**src/rtl/dma_seq_pkg.sv**
```systemverilog
package dma_seq_pkg;
  localparam int CFG_EN   = 0;
  localparam int CFG_DIR  = 6;
  localparam int CFG_CIRC = 8;
  localparam int CFG_PINC = 9;
  localparam int CFG_MINC = 10;
  localparam int CFG_PSZ  = 11;
  localparam int CFG_MSZ  = 13;
  localparam int CFG_DBM  = 18;
  localparam int CFG_CT   = 19;

  localparam logic [2:0] SEL_CFG   = 3'd0;
  localparam logic [2:0] SEL_CNT   = 3'd1;
  localparam logic [2:0] SEL_PADDR = 3'd2;
  localparam logic [2:0] SEL_MEM0  = 3'd3;
  localparam logic [2:0] SEL_MEM1  = 3'd4;
  localparam logic [2:0] SEL_LEFT  = 3'd5;

  typedef enum logic [1:0] {
    XFER_P2M = 2'b00,
    XFER_M2P = 2'b01,
    XFER_M2M = 2'b10,
    XFER_RSV = 2'b11
  } xfer_dir_e;

  // Element size code to byte step; the reserved code behaves as a word.
  function automatic logic [2:0] size_to_bytes(input logic [1:0] code);
    case (code)
      2'd0:    return 3'd1;
      2'd1:    return 3'd2;
      default: return 3'd4;
    endcase
  endfunction

  // Bytes still to move for a given item count and peripheral size code.
  function automatic logic [31:0] bytes_left(input logic [31:0] cnt,
                                             input logic [1:0] code);
    return cnt << code;
  endfunction
endpackage

```
**src/rtl/dma_seq_basereg.sv**
```systemverilog
module dma_seq_basereg #(
  parameter int AW = 32
) (
  input  logic          clk,
  input  logic          rst_n,
  input  logic          we,
  input  logic [AW-1:0] d,
  output logic [AW-1:0] q
);
  always_ff @(posedge clk or negedge rst_n) begin
    if (!rst_n)  q <= '0;
    else if (we) q <= d;
  end
endmodule

```
**src/rtl/dma_seq_ptr.sv**
```systemverilog
module dma_seq_ptr
  import dma_seq_pkg::*;
#(
  parameter int AW = 32
) (
  input  logic          clk,
  input  logic          rst_n,
  input  logic          load,
  input  logic [AW-1:0] load_val,
  input  logic          adv,
  input  logic [1:0]    size_code,
  output logic [AW-1:0] ptr
);
  logic [AW-1:0] step_bytes;
  assign step_bytes = AW'(size_to_bytes(size_code));

  always_ff @(posedge clk or negedge rst_n) begin
    if (!rst_n)     ptr <= '0;
    else if (load)  ptr <= load_val;
    else if (adv)   ptr <= ptr + step_bytes;
  end

  // with neither a reload nor an advance, the pointer holds its value
  assert_ptr_hold_R3: assert property (@(posedge clk) disable iff (!rst_n)
    (!load && !adv) |=> $stable(ptr));
endmodule

```
**src/rtl/dma_seq_counter.sv**
```systemverilog
module dma_seq_counter #(
  parameter int CW = 16
) (
  input  logic          clk,
  input  logic          rst_n,
  input  logic          wr_prog,
  input  logic [CW-1:0] wr_val,
  input  logic          start,
  input  logic          step,
  input  logic          circ,
  input  logic          running,
  output logic [CW-1:0] prog,
  output logic [CW-1:0] live,
  output logic          last
);
  assign last = (live == CW'(1));

  always_ff @(posedge clk or negedge rst_n) begin
    if (!rst_n) begin
      prog <= '0;
      live <= '0;
    end else if (wr_prog) begin
      prog <= wr_val;
      live <= wr_val;
    end else if (start) begin
      live <= prog;
    end else if (step) begin
      if (last) live <= circ ? prog : '0;
      else      live <= live - CW'(1);
    end
  end

  // a running stream always has items left
  assert_live_nonzero_R4: assert property (@(posedge clk) disable iff (!rst_n)
    running |-> (live != '0));
  // a reload never yields more items than were programmed
  assert_live_bounded_R5: assert property (@(posedge clk) disable iff (!rst_n)
    running |-> (live <= prog));
endmodule

```
**src/rtl/dma_seq_ctrl.sv**
```systemverilog
module dma_seq_ctrl (
  input  logic clk,
  input  logic rst_n,
  input  logic start,
  input  logic stop_req,
  input  logic step,
  input  logic last,
  input  logic circ_eff,
  input  logic dbm_eff,
  input  logic tgt_load,
  input  logic tgt_val,
  output logic en_q,
  output logic tc_q,
  output logic target_q
);
  logic stop_pend;
  logic period_end;

  assign period_end = step && last;

  always_ff @(posedge clk or negedge rst_n) begin
    if (!rst_n) begin
      en_q      <= 1'b0;
      tc_q      <= 1'b0;
      stop_pend <= 1'b0;
      target_q  <= 1'b0;
    end else begin
      tc_q <= period_end;
      if (start) begin
        en_q      <= 1'b1;
        stop_pend <= 1'b0;
      end else if (step && (stop_pend || (last && !circ_eff))) begin
        en_q      <= 1'b0;
        stop_pend <= 1'b0;
      end else if (stop_req) begin
        stop_pend <= 1'b1;
      end
      if (tgt_load)                  target_q <= tgt_val;
      else if (period_end && dbm_eff) target_q <= ~target_q;
    end
  end

  // the stream only stops at an item boundary
  assert_stop_on_item_R8: assert property (@(posedge clk) disable iff (!rst_n)
    $fell(en_q) |-> $past(step));
  // while running, the target only changes at a period end
  assert_target_flip_R6: assert property (@(posedge clk) disable iff (!rst_n)
    (en_q && $past(en_q) && (target_q != $past(target_q))) |-> $past(period_end));
  // a completion pulse follows an accepted last item
  assert_tc_source_R4: assert property (@(posedge clk) disable iff (!rst_n)
    tc_q |-> $past(en_q));
endmodule

```
**src/rtl/dma_stream_seq.sv**
```systemverilog
module dma_stream_seq
  import dma_seq_pkg::*;
#(
  parameter int AW = 32,
  parameter int CW = 16
) (
  input  logic          clk,
  input  logic          rst_n,
  input  logic          wr_en,
  input  logic [2:0]    wr_sel,
  input  logic [31:0]   wr_data,
  input  logic [2:0]    rd_sel,
  output logic [31:0]   rd_data,
  output logic          item_req,
  input  logic          item_done,
  output logic [AW-1:0] src_addr,
  output logic [AW-1:0] dst_addr,
  output logic [1:0]    src_size,
  output logic [1:0]    dst_size,
  output logic          tc_pulse,
  output logic          cur_target,
  output logic          stream_en
);
  localparam int NBASE  = 3;
  localparam int B_PER  = 0;
  localparam int B_MEM0 = 1;
  localparam int B_MEM1 = 2;

  logic [31:0]   cfg_q;
  logic [AW-1:0] base_q [NBASE];
  logic [NBASE-1:0] base_we;
  logic [CW-1:0] cnt_prog, cnt_live;
  logic          cnt_last;
  logic          en_q, tc_q, target_q;
  logic [AW-1:0] per_ptr, mem_ptr;

  // configuration decode
  xfer_dir_e dir;
  logic [1:0] psz, msz;
  logic pinc, minc, dbm_eff, circ_eff;
  assign dir      = xfer_dir_e'(cfg_q[CFG_DIR +: 2]);
  assign psz      = cfg_q[CFG_PSZ +: 2];
  assign msz      = cfg_q[CFG_MSZ +: 2];
  assign pinc     = cfg_q[CFG_PINC];
  assign minc     = cfg_q[CFG_MINC];
  assign dbm_eff  = cfg_q[CFG_DBM] && (dir != XFER_M2M);
  assign circ_eff = cfg_q[CFG_CIRC] || dbm_eff;

  // write acceptance events
  logic idle, wr_cfg, cfg_accept, start, stop_req, cnt_accept;
  logic new_dbm, start_target;
  assign idle       = !en_q;
  assign wr_cfg     = wr_en && (wr_sel == SEL_CFG);
  assign cfg_accept = wr_cfg && idle;
  assign start      = cfg_accept && wr_data[CFG_EN] && (cnt_prog != '0);
  assign stop_req   = wr_cfg && en_q && !wr_data[CFG_EN];
  assign cnt_accept = wr_en && (wr_sel == SEL_CNT) && idle;
  assign new_dbm    = wr_data[CFG_DBM] && (wr_data[CFG_DIR +: 2] != 2'b10);
  assign start_target = new_dbm && wr_data[CFG_CT];

  assign base_we[B_PER]  = wr_en && (wr_sel == SEL_PADDR) && idle;
  assign base_we[B_MEM0] = wr_en && (wr_sel == SEL_MEM0) &&
                           (idle || (dbm_eff && target_q));
  assign base_we[B_MEM1] = wr_en && (wr_sel == SEL_MEM1) &&
                           (idle || (dbm_eff && !target_q));

  always_ff @(posedge clk or negedge rst_n) begin
    if (!rst_n)          cfg_q <= '0;
    else if (cfg_accept) cfg_q <= wr_data;
  end

  for (genvar gi = 0; gi < NBASE; gi++) begin : g_base
    dma_seq_basereg #(.AW(AW)) u_base (
      .clk(clk), .rst_n(rst_n), .we(base_we[gi]),
      .d(wr_data[AW-1:0]), .q(base_q[gi])
    );
  end

  // item progress events
  logic step, period_end;
  assign step       = item_done && en_q;
  assign period_end = step && cnt_last && circ_eff;

  dma_seq_counter #(.CW(CW)) u_cnt (
    .clk(clk), .rst_n(rst_n),
    .wr_prog(cnt_accept), .wr_val(wr_data[CW-1:0]),
    .start(start), .step(step), .circ(circ_eff), .running(en_q),
    .prog(cnt_prog), .live(cnt_live), .last(cnt_last)
  );

  dma_seq_ctrl u_ctrl (
    .clk(clk), .rst_n(rst_n),
    .start(start), .stop_req(stop_req), .step(step), .last(cnt_last),
    .circ_eff(circ_eff), .dbm_eff(dbm_eff),
    .tgt_load(cfg_accept), .tgt_val(wr_data[CFG_CT]),
    .en_q(en_q), .tc_q(tc_q), .target_q(target_q)
  );

  // pointer reload sources
  logic          ptr_load;
  logic [AW-1:0] mem_reload;
  assign ptr_load = start || period_end;
  always_comb begin
    if (start)
      mem_reload = start_target ? base_q[B_MEM1] : base_q[B_MEM0];
    else if (dbm_eff && !target_q)
      mem_reload = base_q[B_MEM1];
    else
      mem_reload = base_q[B_MEM0];
  end

  dma_seq_ptr #(.AW(AW)) u_per_ptr (
    .clk(clk), .rst_n(rst_n), .load(ptr_load), .load_val(base_q[B_PER]),
    .adv(step && pinc), .size_code(psz), .ptr(per_ptr)
  );

  dma_seq_ptr #(.AW(AW)) u_mem_ptr (
    .clk(clk), .rst_n(rst_n), .load(ptr_load), .load_val(mem_reload),
    .adv(step && minc), .size_code(msz), .ptr(mem_ptr)
  );

  // direction routing
  always_comb begin
    case (dir)
      XFER_M2P: begin
        src_addr = mem_ptr;  dst_addr = per_ptr;
        src_size = msz;      dst_size = psz;
      end
      default: begin
        src_addr = per_ptr;  dst_addr = mem_ptr;
        src_size = psz;      dst_size = msz;
      end
    endcase
  end

  // read port
  logic [31:0] cfg_view;
  always_comb begin
    cfg_view         = cfg_q;
    cfg_view[CFG_EN] = en_q;
    cfg_view[CFG_CT] = target_q;
    case (rd_sel)
      SEL_CFG:   rd_data = cfg_view;
      SEL_CNT:   rd_data = 32'(cnt_live);
      SEL_PADDR: rd_data = 32'(base_q[B_PER]);
      SEL_MEM0:  rd_data = 32'(base_q[B_MEM0]);
      SEL_MEM1:  rd_data = 32'(base_q[B_MEM1]);
      SEL_LEFT:  rd_data = bytes_left(32'(cnt_live), psz);
      default:   rd_data = '0;
    endcase
  end

  assign item_req   = en_q;
  assign stream_en  = en_q;
  assign tc_pulse   = tc_q;
  assign cur_target = target_q;

  // configuration cannot change under a running stream
  assert_cfg_frozen_R7: assert property (@(posedge clk) disable iff (!rst_n)
    (en_q && $past(en_q)) |-> $stable(cfg_q));
  // the active memory base is never rewritten while running
  assert_active_base_R7: assert property (@(posedge clk) disable iff (!rst_n)
    (en_q && $past(en_q) && $stable(target_q) && !target_q) |-> $stable(base_q[B_MEM0]));
  // a start never happens with an empty programmed count
  assert_no_empty_start_R11: assert property (@(posedge clk) disable iff (!rst_n)
    $rose(en_q) |-> (cnt_live != '0));
endmodule

```
**config.mk**
```make
export PLATFORM = sky130hd
export DESIGN_NAME = dma_stream_seq
export DESIGN_NICKNAME = d
export VERILOG_FILES = /design/src/rtl/dma_seq_pkg.sv /design/src/rtl/dma_seq_basereg.sv /design/src/rtl/dma_seq_ptr.sv /design/src/rtl/dma_seq_counter.sv /design/src/rtl/dma_seq_ctrl.sv /design/src/rtl/dma_stream_seq.sv
export SDC_FILE = /design/constraint.sdc
export NUM_CORES = 1
export LEC_CHECK = 0
export BUFFER_PORTS_ARGS = -buffer_cell sky130_fd_sc_hd__buf_4
export CAP_MARGIN = 40
export CORE_UTILIZATION = 41
export CTS_CLUSTER_DIAMETER = 150
export DETAILED_ROUTE_END_ITERATION = 10
export GPL_ROUTABILITY_DRIVEN = 0
export PLACE_DENSITY_LB_ADDON = 0.3
export SLEW_MARGIN = 40
export SYNTH_ARGS = -nofsm -noshare
export SYNTH_HDL_FRONTEND = slang
export SYNTH_HIERARCHICAL = 1
export SYNTH_SLANG_ARGS = --single-unit
```
**constraint.sdc**
```tcl
create_clock -name clk -period 6.7 [get_ports clk]
set_input_delay 0.335 -clock clk [delete_from_list [all_inputs] [get_ports clk]]
set_output_delay 0.335 -clock clk [all_outputs]
set_load 0.02 [all_outputs]
```
==> flow_summary.toml <==
[global_route]
grt_overflow = 0
grt_start_max_net_pins = 108
grt_pass1_vias = 12775
antenna_found_initial = 1
grt_first_pass_wirelength_mm = 76.5
grt_usage = 0.255

[floorplan]
start_util = 0.417
ios = 146
die_y_um = 195
fp.dieArea_um2 = 38100
core_area_um2 = 36700
die_w_um = 195
num_rows = 70

[logic_synthesis]
async_reset_ff_frac = 1.00
yosysMostFrequentCell = "nand2_1"
ys_ff_latch = 226
synth_edf_count = 0
synth_nets = 1675
synthFlopType = "dfrtp_1"
ys_types = 94
syn_area_um2 = 15300
synth_top_area_frac = 0.369
avgSynthCellArea_um2 = 9.44
synth_warnings = 6
synthTopCellsByArea = "dfrtp_1 37%, mux2_4 8.8%, nand2_1 7.2%"
ys_seq_area_frac = 0.369
synth_largest_area_cell = "dfrtp_1"
postSynthCellCount = 1623
synthTopCellsByCount = "292 x nand2_1, 226 x dfrtp_1, 90 x mux2_4"

[routing]
drcViolationCount = 0
drt-total-wl_mm = 49.4
drtIter0Drc = 1455
ant_nets = 0
num_vias = 13649
via_per_inst = 6.25
drt-pass1-iter-count = 5
wl_per_cell_um = 22.6

[clock_tree]
ctsHoldBuffers = 1
cts_setup_buffers = 0
cts_tree = "yes"
clkSinkCount = 226
clkTransAtPathRegs_ps = 60
htreeDepth = 1
clock_latency_ps = 560
cts_buffer_depth = 3
cts_root_buffer = "clkbuf_16"
cts-buffers-inserted = 27
cts_resized = 0

[setup_path]
startpoint_type = "flop"
slowest_delay_ps = 540
cp-end-kind = "flop"
cp_slowest_cell = "inv_2"
required_ps = 7190
path_class = "reg -> reg"
crit_chain = "nor4_2 -> and4_1 -> buf_4 -> nor2_4 -> a31o_2 -> buf_4 -> inv_2 -> nand3b_1 -> or4_1 -> nand3_1"
cp_max_fo = 72
arrival_ps = 3880
crit_top_cell = "buf_4"

[timing]
slew_viol_final = 0
setup_viol = 0
rsz0062_at_grt = "false"
hold_violations = 0
worst_pin_slew_ps = 774
tns_ps = 0
period_minus_slack_ps = 3400
fmaxAchievable_ghz = 0.295
maxSlewHeadroom = 0.481
fin_skew_ps = 12.4
fin_crit_sh = 0.507

[job]
timing.max_cap.violations = 0

[cells_and_area]
final_nets = 1747
multi_input_area_um2 = 8710
area_growth_pct = 14.0
final_util = 0.476
drive_gt1_frac = 0.223
seq_area_um2 = 5660
n_fill_cell = 3459
n_antenna_cell = 0

[power]
ir_drop_mv = 0.251
p_leak_uw = 0.00754
powerDensity_nw_per_um2 = 477

[placement]
hpwl_mm = 34.2
portBuffers = 145

[outcome]
outcome = "completed"

[worst_hold_path]
min_path_type = "in -> reg"
==> final cells by class <==
| type | count | area share |
|---|---|---|
| well taps | 468 | 0.0335 |
| clock inverters | 10 | 0.00838 |
| clock buffers | 40 | 0.0472 |
| multi-input cells | 1210 | 0.498 |
| flip-flops and latches | 226 | 0.324 |
| repair buffers | 171 | 0.0759 |
| inverters | 59 | 0.0128 |
==> routing by layer <==
| layer | vias to the layer above | GRT usage | part of all wire |
|---|---|---|---|
| met4 | 2 | 0.0712 | 0.024 |
| met5 | - | 0 | 0.00026 |
| met2 | 643 | 0.375 | 0.43 |
| li1 | 6180 | - | - |
| met1 | 6733 | 0.379 | 0.45 |
| met3 | 91 | 0.0477 | 0.090 |
==> per-stage QoR <==
step,setup slack (ps),total power [uW],hold slack [ps],cell area (um2),std cells
floorplan,4210,5210,39.4,15300,1623
global placement,3370,6620,451,16400,2130
detailed placement,3370,6720,469,16500,2132
CTS,3340,8320,11.0,17400,2183
global route,3150,8830,21.5,17500,2184
finish,3300,8330,16.8,17500,2184
==> path summary, 6_finish.rpt <==
path / from / end / slack [ps] / cells after the start
worst max-delay path: u_cnt/prog[13] / u_per_ptr/ptr[31] / 3300 / 10
worst min-delay path: wr_data[27] / cfg_q[27] / 20 / 2
worst max register to register: u_cnt/prog[13] / u_per_ptr/ptr[31] / 3300 / 10
worst min register to register: cfg_q[5] / cfg_q[5] / 490 / 1
max in group asynchronous: rst_n / cfg_q[7] / 5010 / 4
min in group asynchronous: rst_n / cfg_q[26] / 240 / 2
==> placed cells by master (no fill, tap or decap), types with 32 or more instances in the layout <==
master and n:
dfrtp_1 226, or4_1 43, a22oi_1 52, mux2_1 32, o211ai_1 76, and3_1 40
o21ai_0 36, inv_1 56, a21boi_0 32, nand2_1 292, a31oi_1 35, nor2_1 62
buf_4 165, mux2_4 90, nand3_1 44
==> power by group <==
| part | switching (uW) | internal, uW |
|---|---|---|
| clock | 611 | 968 |
| sequential | 1000 | 2010 |
| combinational | 2010 | 1730 |
==> registers in the layout, indices dropped and copies added, names as in the netlist <==
signal and count:
u_ctrl/tc_q 1, u_cnt/live 16, cfg_q 30, g_base.u_base/q 96
u_cnt/prog 16, u_ctrl/target_q 1, u_ctrl/stop_pend 1, u_per_ptr/ptr 32
u_mem_ptr/ptr 32, u_ctrl/en_q 1
==> worst max-delay path, delay by kind of cell, from the launching register on <==
| family | cells | cell delay [ps] |
|---|---|---|
| flops | 1 | 410 |
| compound gates | 1 | 240 |
| simple gates | 6 | 1370 |
| buf+inv | 3 | 1270 |
==> kinds of logic (layout without fill, tap and decap cells) <==
kind of cell / count (synthesis) / count (layout) / share of synthesized area
AOI/OAI and AO/OA: 405 / 405 / 0.198
xor gates and xnor gates: 15 / 15 / 0.00858
adders and majority gates: 10 / 10 / 0.00915
buffers and inverters: 187 / 280 / 0.0663
DFF: 226 / 226 / 0.369
muxes: 170 / 170 / 0.145
and+or+nand+nor: 610 / 610 / 0.205
Note: power is estimated with default switching activity, not from simulation.
